## src/rtl/opaddr_pkg.sv

```systemverilog
package opaddr_pkg;

   typedef enum logic [3:0] {
      AM_IMM8     = 4'd0,
      AM_IMM16    = 4'd1,
      AM_DP       = 4'd2,
      AM_DPX      = 4'd3,
      AM_DPY      = 4'd4,
      AM_ABS      = 4'd5,
      AM_ABSX     = 4'd6,
      AM_ABSY     = 4'd7,
      AM_ABSX_RMW = 4'd8,
      AM_LONG     = 4'd9,
      AM_LONGX    = 4'd10
   } amode_e;

   localparam int MODE_W = 4;

endpackage

```

## src/rtl/opaddr_index_sel.sv

```systemverilog
// Presents an index register at its active width: with a narrow index,
// only the low byte takes part in address arithmetic.
module opaddr_index_sel #(
   parameter int BYTE_W = 8,
   parameter bit NARROW_SUPPORT = 1'b1
) (
   input  logic [2*BYTE_W-1:0] raw,
   input  logic                narrow,
   output logic [2*BYTE_W-1:0] eff
);
   localparam int WORD_W = 2 * BYTE_W;

   generate
      if (NARROW_SUPPORT) begin : g_narrow
         assign eff = narrow ? {{BYTE_W{1'b0}}, raw[BYTE_W-1:0]} : raw;
      end else begin : g_wide_only
         logic unused_narrow;
         assign unused_narrow = narrow;
         assign eff = raw[WORD_W-1:0];
      end
   endgenerate
endmodule

```

## src/rtl/opaddr_dp_unit.sv

```systemverilog
// Direct-page address: base plus byte offset plus optional index, in bank 0.
// An emulation-mode access through a page-aligned base wraps inside that page.
module opaddr_dp_unit #(
   parameter int BYTE_W = 8
) (
   input  logic [2*BYTE_W-1:0] dp_base,
   input  logic [BYTE_W-1:0]   offset,
   input  logic [2*BYTE_W-1:0] index,
   input  logic                use_index,
   input  logic                emu,
   output logic [2*BYTE_W-1:0] addr16,
   output logic                misaligned
);
   localparam int WORD_W = 2 * BYTE_W;

   logic [WORD_W-1:0] addend;
   logic [WORD_W-1:0] sum;
   logic              low_zero;
   logic              page_wrap;

   assign addend     = use_index ? index : '0;
   assign sum        = dp_base + {{BYTE_W{1'b0}}, offset} + addend;
   assign low_zero   = (dp_base[BYTE_W-1:0] == '0);
   assign misaligned = !low_zero;
   assign page_wrap  = use_index && emu && low_zero;
   assign addr16     = page_wrap ? {dp_base[WORD_W-1:BYTE_W], sum[BYTE_W-1:0]} : sum;
endmodule

```

## src/rtl/opaddr_abs_unit.sv

```systemverilog
// Absolute and long address formation with optional indexing. A read sum
// may carry into the bank byte; a read-modify-write sum stays in its bank.
module opaddr_abs_unit #(
   parameter int BYTE_W = 8
) (
   input  logic [BYTE_W-1:0]   bank,
   input  logic [2*BYTE_W-1:0] op_word,
   input  logic [BYTE_W-1:0]   op_bank,
   input  logic [2*BYTE_W-1:0] index,
   input  logic                long_sel,
   input  logic                index_en,
   input  logic                bank_lock,
   output logic [3*BYTE_W-1:0] addr,
   output logic                page_cross
);
   localparam int WORD_W = 2 * BYTE_W;
   localparam int ADDR_W = 3 * BYTE_W;

   logic [WORD_W-1:0] addend;
   logic [ADDR_W-1:0] base;
   logic [ADDR_W-1:0] full_sum;
   logic [WORD_W-1:0] word_sum;

   assign addend     = index_en ? index : '0;
   assign base       = {(long_sel ? op_bank : bank), op_word};
   assign full_sum   = base + {{BYTE_W{1'b0}}, addend};
   assign word_sum   = op_word + addend;
   assign addr       = bank_lock ? {bank, word_sum} : full_sum;
   assign page_cross = (base[WORD_W-1:BYTE_W] != full_sum[WORD_W-1:BYTE_W]);
endmodule

```

## src/rtl/opaddr_gen.sv

```systemverilog
module opaddr_gen
   import opaddr_pkg::*;
#(
   parameter int BYTE_W  = 8,
   parameter int LEN_W   = 3,
   parameter int EXTRA_W = 2
) (
   input  logic                  clk,
   input  logic                  rst_n,
   input  logic                  start,
   input  logic [MODE_W-1:0]     mode,
   input  logic [3*BYTE_W-1:0]   opnd,
   input  logic [2*BYTE_W-1:0]   dp_reg,
   input  logic [BYTE_W-1:0]     dbank,
   input  logic [2*BYTE_W-1:0]   x_reg,
   input  logic [2*BYTE_W-1:0]   y_reg,
   input  logic                  idx_narrow,
   input  logic                  emu,
   output logic                  out_valid,
   output logic [3*BYTE_W-1:0]   eff_addr,
   output logic [LEN_W-1:0]      instr_len,
   output logic [EXTRA_W-1:0]    extra_cyc
);
   localparam int WORD_W  = 2 * BYTE_W;
   localparam int ADDR_W  = 3 * BYTE_W;
   localparam int N_INDEX = 2;

   // elaboration-time parameter checks
   generate
      if (BYTE_W < 2) begin : g_bad_byte
         $error("opaddr_gen: BYTE_W must be at least 2");
      end
      if (LEN_W < 3) begin : g_bad_len
         $error("opaddr_gen: LEN_W must hold the value 4");
      end
      if (EXTRA_W < 2) begin : g_bad_extra
         $error("opaddr_gen: EXTRA_W must hold the value 2");
      end
   endgenerate

   amode_e am;
   assign am = amode_e'(mode);

   // index registers at active width
   logic [WORD_W-1:0] idx_raw [N_INDEX];
   logic [WORD_W-1:0] idx_eff [N_INDEX];
   assign idx_raw[0] = x_reg;
   assign idx_raw[1] = y_reg;

   generate
      for (genvar gi = 0; gi < N_INDEX; gi++) begin : g_idx
         opaddr_index_sel #(.BYTE_W(BYTE_W), .NARROW_SUPPORT(1'b1)) u_sel (
            .raw    (idx_raw[gi]),
            .narrow (idx_narrow),
            .eff    (idx_eff[gi])
         );
      end
   endgenerate

   logic              use_y;
   logic [WORD_W-1:0] idx_pick;
   assign use_y    = (am == AM_DPY) || (am == AM_ABSY);
   assign idx_pick = use_y ? idx_eff[1] : idx_eff[0];

   // direct page path
   logic              dp_indexed;
   logic [WORD_W-1:0] dp_addr;
   logic              dp_misaligned;
   assign dp_indexed = (am == AM_DPX) || (am == AM_DPY);

   opaddr_dp_unit #(.BYTE_W(BYTE_W)) u_dp (
      .dp_base    (dp_reg),
      .offset     (opnd[BYTE_W-1:0]),
      .index      (idx_pick),
      .use_index  (dp_indexed),
      .emu        (emu),
      .addr16     (dp_addr),
      .misaligned (dp_misaligned)
   );

   // absolute and long path
   logic              abs_long;
   logic              abs_indexed;
   logic              abs_lock;
   logic [ADDR_W-1:0] abs_addr;
   logic              abs_cross;
   assign abs_long    = (am == AM_LONG) || (am == AM_LONGX);
   assign abs_indexed = (am == AM_ABSX) || (am == AM_ABSY) ||
                        (am == AM_ABSX_RMW) || (am == AM_LONGX);
   assign abs_lock    = (am == AM_ABSX_RMW);

   opaddr_abs_unit #(.BYTE_W(BYTE_W)) u_abs (
      .bank       (dbank),
      .op_word    (opnd[WORD_W-1:0]),
      .op_bank    (opnd[ADDR_W-1:WORD_W]),
      .index      (idx_pick),
      .long_sel   (abs_long),
      .index_en   (abs_indexed),
      .bank_lock  (abs_lock),
      .addr       (abs_addr),
      .page_cross (abs_cross)
   );

   // result selection
   logic [ADDR_W-1:0]  addr_n;
   logic [LEN_W-1:0]   len_n;
   logic [EXTRA_W-1:0] extra_n;
   logic [EXTRA_W-1:0] align_pen;
   logic [EXTRA_W-1:0] cross_pen;

   assign align_pen = {{(EXTRA_W-1){1'b0}}, dp_misaligned};
   assign cross_pen = {{(EXTRA_W-1){1'b0}}, (!idx_narrow || abs_cross)};

   always_comb begin
      addr_n  = '0;
      len_n   = LEN_W'(1);
      extra_n = '0;
      case (am)
         AM_IMM8: begin
            len_n   = LEN_W'(2);
         end
         AM_IMM16: begin
            len_n   = LEN_W'(3);
            extra_n = EXTRA_W'(1);
         end
         AM_DP: begin
            addr_n  = {{BYTE_W{1'b0}}, dp_addr};
            len_n   = LEN_W'(2);
            extra_n = align_pen;
         end
         AM_DPX, AM_DPY: begin
            addr_n  = {{BYTE_W{1'b0}}, dp_addr};
            len_n   = LEN_W'(2);
            extra_n = EXTRA_W'(1) + align_pen;
         end
         AM_ABS: begin
            addr_n  = abs_addr;
            len_n   = LEN_W'(3);
            extra_n = EXTRA_W'(1);
         end
         AM_ABSX, AM_ABSY: begin
            addr_n  = abs_addr;
            len_n   = LEN_W'(3);
            extra_n = EXTRA_W'(1) + cross_pen;
         end
         AM_ABSX_RMW: begin
            addr_n  = abs_addr;
            len_n   = LEN_W'(3);
            extra_n = EXTRA_W'(2);
         end
         AM_LONG, AM_LONGX: begin
            addr_n  = abs_addr;
            len_n   = LEN_W'(4);
            extra_n = EXTRA_W'(2);
         end
         default: begin
            addr_n  = '0;
            len_n   = LEN_W'(1);
            extra_n = '0;
         end
      endcase
   end

   // output registers
   always_ff @(posedge clk) begin
      if (!rst_n) begin
         out_valid <= 1'b0;
         eff_addr  <= '0;
         instr_len <= '0;
         extra_cyc <= '0;
      end else begin
         out_valid <= start;
         if (start) begin
            eff_addr  <= addr_n;
            instr_len <= len_n;
            extra_cyc <= extra_n;
         end
      end
   end
endmodule

```

## config.mk

```make
export PLATFORM = sky130hd
export DESIGN_NAME = opaddr_gen
export DESIGN_NICKNAME = d
export VERILOG_FILES = /design/src/rtl/opaddr_pkg.sv /design/src/rtl/opaddr_index_sel.sv /design/src/rtl/opaddr_dp_unit.sv /design/src/rtl/opaddr_abs_unit.sv /design/src/rtl/opaddr_gen.sv
export SDC_FILE = /design/constraint.sdc
export NUM_CORES = 1
export LEC_CHECK = 0
export CAP_MARGIN = 20
export CORE_MARGIN = 4
export CORE_UTILIZATION = 49
export DETAILED_ROUTE_END_ITERATION = 16
export DONT_BUFFER_PORTS = 1
export HOLD_SLACK_MARGIN = 0.05
export PLACE_DENSITY_LB_ADDON = 0.1
export SYNTH_ARGS = -nofsm -noshare
export SYNTH_HDL_FRONTEND = slang
export SYNTH_SLANG_ARGS = --single-unit
```

## constraint.sdc

```tcl
create_clock -name clk -period 14.6 [get_ports clk]
set_input_delay 2.92 -clock clk [delete_from_list [all_inputs] [get_ports clk]]
set_output_delay 2.92 -clock clk [all_outputs]
set_load 0.02 [all_outputs]
```

==> results.ini <==
[detailed_routing]
drt_iter0_drc = 243
wire_per_inst_um = 20.6
drc_errors = 0
vias = 4110
viasPerCell = 6.42
drt_first_pass_iters = 5
wl_um = 13200
drtAntennaViolNets = 0

[sta]
finClkSkew_ps = 0
period_needed_ps = 6880
rsz0062_at_grt = no
max_freq_mhz = 145
worst_slew_pin_slew_ps = 1070
tns_ps = 0
period_share_pct = 47.1
fin_ws_ps = 7720
setup_viol = 0
slew_violations = 0
relSlewSlack_pct = 28.5
final_hold_viol_count = 0
holdWs_ps = 540

[pwr]
cellInternalPower_mw = 0.177
vdd_drop_max_mv = 0.0314
power_mw = 0.292
power_frac_seq_pct = 33.5
p_sw_mw = 0.115
power.share.combinational_pct = 40.7
p_clk_share_pct = 25.8
swShare_pct = 39.4
powerDensity_mw_per_mm2 = 65.5
leakagePower_nw = 1.81

[global_route]
grt_usage_pct = 25.1
grt_first_pass_wirelength_um = 20600
grt_max_degree = 29
antenna_found_initial = 0
grt_pass1_vias = 3961
gr-total-overflow = 0

[placed_design]
place_congestion = 0.881
place_ws_ps = 7440
port_buffers = 0
dp.final_hpwl_um = 10500
place_area_mm2 = 0.00437
dp_cells = 632

[finish]
final_layout_size_suffix_gt1_share_pct = 9.59
post-route-util_pct = 51.4
fillers = 914
fin_area_mm2 = 0.00446
layout.cells.non_filler = 640
fin_nets = 667
diodes = 0
area_growth_pct = 2.32

[synth]
synth_top_area_cell = dfxtp_1
async_flop_share_pct = 0
seq_area_frac_synth_pct = 13.8
synth_top_family_by_area = compound AO/OA/AOI/OAI gates
muxShareOfSynthArea_pct = 6.48
ys_warn_count = 0
synth.most_common_cell = nor2_1
synth_compound_area_share_pct = 29.5
yosys-top-cells-area = dfxtp_1, ha_1, nor2_1, mux2i_1, fa_1
avgSynthCellArea_um2 = 7.98
synthSimpleGateAreaFrac_pct = 23.2
synthesis.area_mm2 = 0.00436
synth_fa_ha_area_share_pct = 15.2
synth_xor_xnor_area_share_pct = 7.57
synthCells = 547
synth_top_area_share_pct = 13.8
synth-edff-count = 0
synthFlopType = dfxtp_1
ys_top_cells_by_count = nor2_1, nand2_1, a21oi_1
ys_types = 90
synth_fp_nets = 683
yosys_register_bits = 30

[worst_setup_path]
critical_path.max_fanout = 16
cp_common_cell = fa_1
crit_type = primary input to register
setup.worst_path.end_class = register
required_ps = 14750
crit_path_top_delay_cell = nor2_4
arrival_ps = 7030
crit_chain = xor2_1 > nor2_4 > mux2i_1 > nor2_1 > fa_1 > ha_1 > fa_1 > a21o_1 > a311o_1 > a31oi_2 > a21oi_1 > a31oi_4 > nor4_1 > a2111oi_0 > o211ai_1
critPathLaunchType = primary input
max_stage_delay_ps = 600

[worst_hold_path]
hp-class = register to register

[die]
core_area_mm2 = 0.00868
rows = 34
die_h_um = 102
die_x_um = 102
die-area_mm2 = 0.0105
ios = 119
initial_utilization_pct = 50.3

[cts]
ctsHtreeMaxLevel = 2
clk-insertion-delay-late_ps = 290
cts_resized = 0
clockBufferDepth = 2
cts_tree = built
numClockSinks = 30
cts_buffers = 5
post_cts_buffers = 0
cts_hold_buf = 0
clockRootBuffer = clkbuf_8
clkTransAtPathRegs_ps = 80

[job]
maxCapViolCount = 0

[status]
status = finished clean

per-layer routing:
| metal | part of all wire [%] | up-vias | global-route usage [%] |
|---|---|---|---|
| met5 | 0 | - | 0 |
| met4 | 2.0 | 0 | 6.86 |
| met3 | 8.9 | 23 | 6.21 |
| met2 | 46 | 182 | 41.2 |
| met1 | 43 | 1892 | 32.9 |
| li1 | - | 2013 | - |
final timing paths:
path,endpoint,slack [ps],cells after the start,from
setup / recovery,eff_addr[15],7720,15,mode[1]
hold / removal,eff_addr[22],540,2,eff_addr[22]
setup reg to reg,eff_addr[14],13540,4,eff_addr[14]
hold reg to reg,eff_addr[22],540,2,eff_addr[22]
layout by cell type, fill, tap and decap left out, types with 7 or more instances in the layout:
master	count
a21oi_1	38
nand2_1	44
nor2_1	74
inv_1	13
and2_1	7
o21ai_0	24
a21o_1	15
ha_1	37
a31oi_1	9
and3_1	8
fa_1	10
dfxtp_1	30
xnor2_1	14
nand3_1	14
mux2i_1	26
a221oi_1	8
nor3_1	19
xor2_1	13
kinds of logic (layout without fill, tap and decap cells):
kind of cell	Yosys count	after routing
muxes	28	28
AOI/OAI and AO/OA	167	167
adders and majority gates	47	47
buffers and inverters	38	23
xor gates and xnor gates	31	31
and+or+nand+nor	206	206
DFF	30	30
cell type report:
cell class / instances / area (um2) / share of cell area [%]
multi-input combinational: 479 / 3570 / 80.0
timing repair buffer: 1 / 7.51 / 0.168
clock buffer: 6 / 82.6 / 1.85
inverter: 14 / 52.6 / 1.18
clock inverter: 2 / 12.5 / 0.280
tap: 108 / 135 / 3.03
sequential: 30 / 601 / 13.5
state kept, by name, summed over array words and instances (netlist names):
signal,flops
extra_cyc,2
out_valid,1
eff_addr,24
instr_len,3
power groups by stage:
stage	combinational, mW	clock (mW)	sequential [mW]
after floorplan	0.100	0	0.0981
after global placement	0.117	0	0.100
after global routing	0.133	0.0806	0.0988
final	0.119	0.0754	0.0980
after CTS	0.119	0.0774	0.0981
after detailed placement	0.118	0	0.100
worst max-delay path: cells and delay by family:
family | cells | cell delay, ps
xor gates and xnor gates | 1 | 200
adders and majority gates | 3 | 1100
and+or+nand+nor | 3 | 760
muxes | 1 | 310
AOI/OAI and AO/OA | 7 | 1730
(Power assumes the default switching activity.)
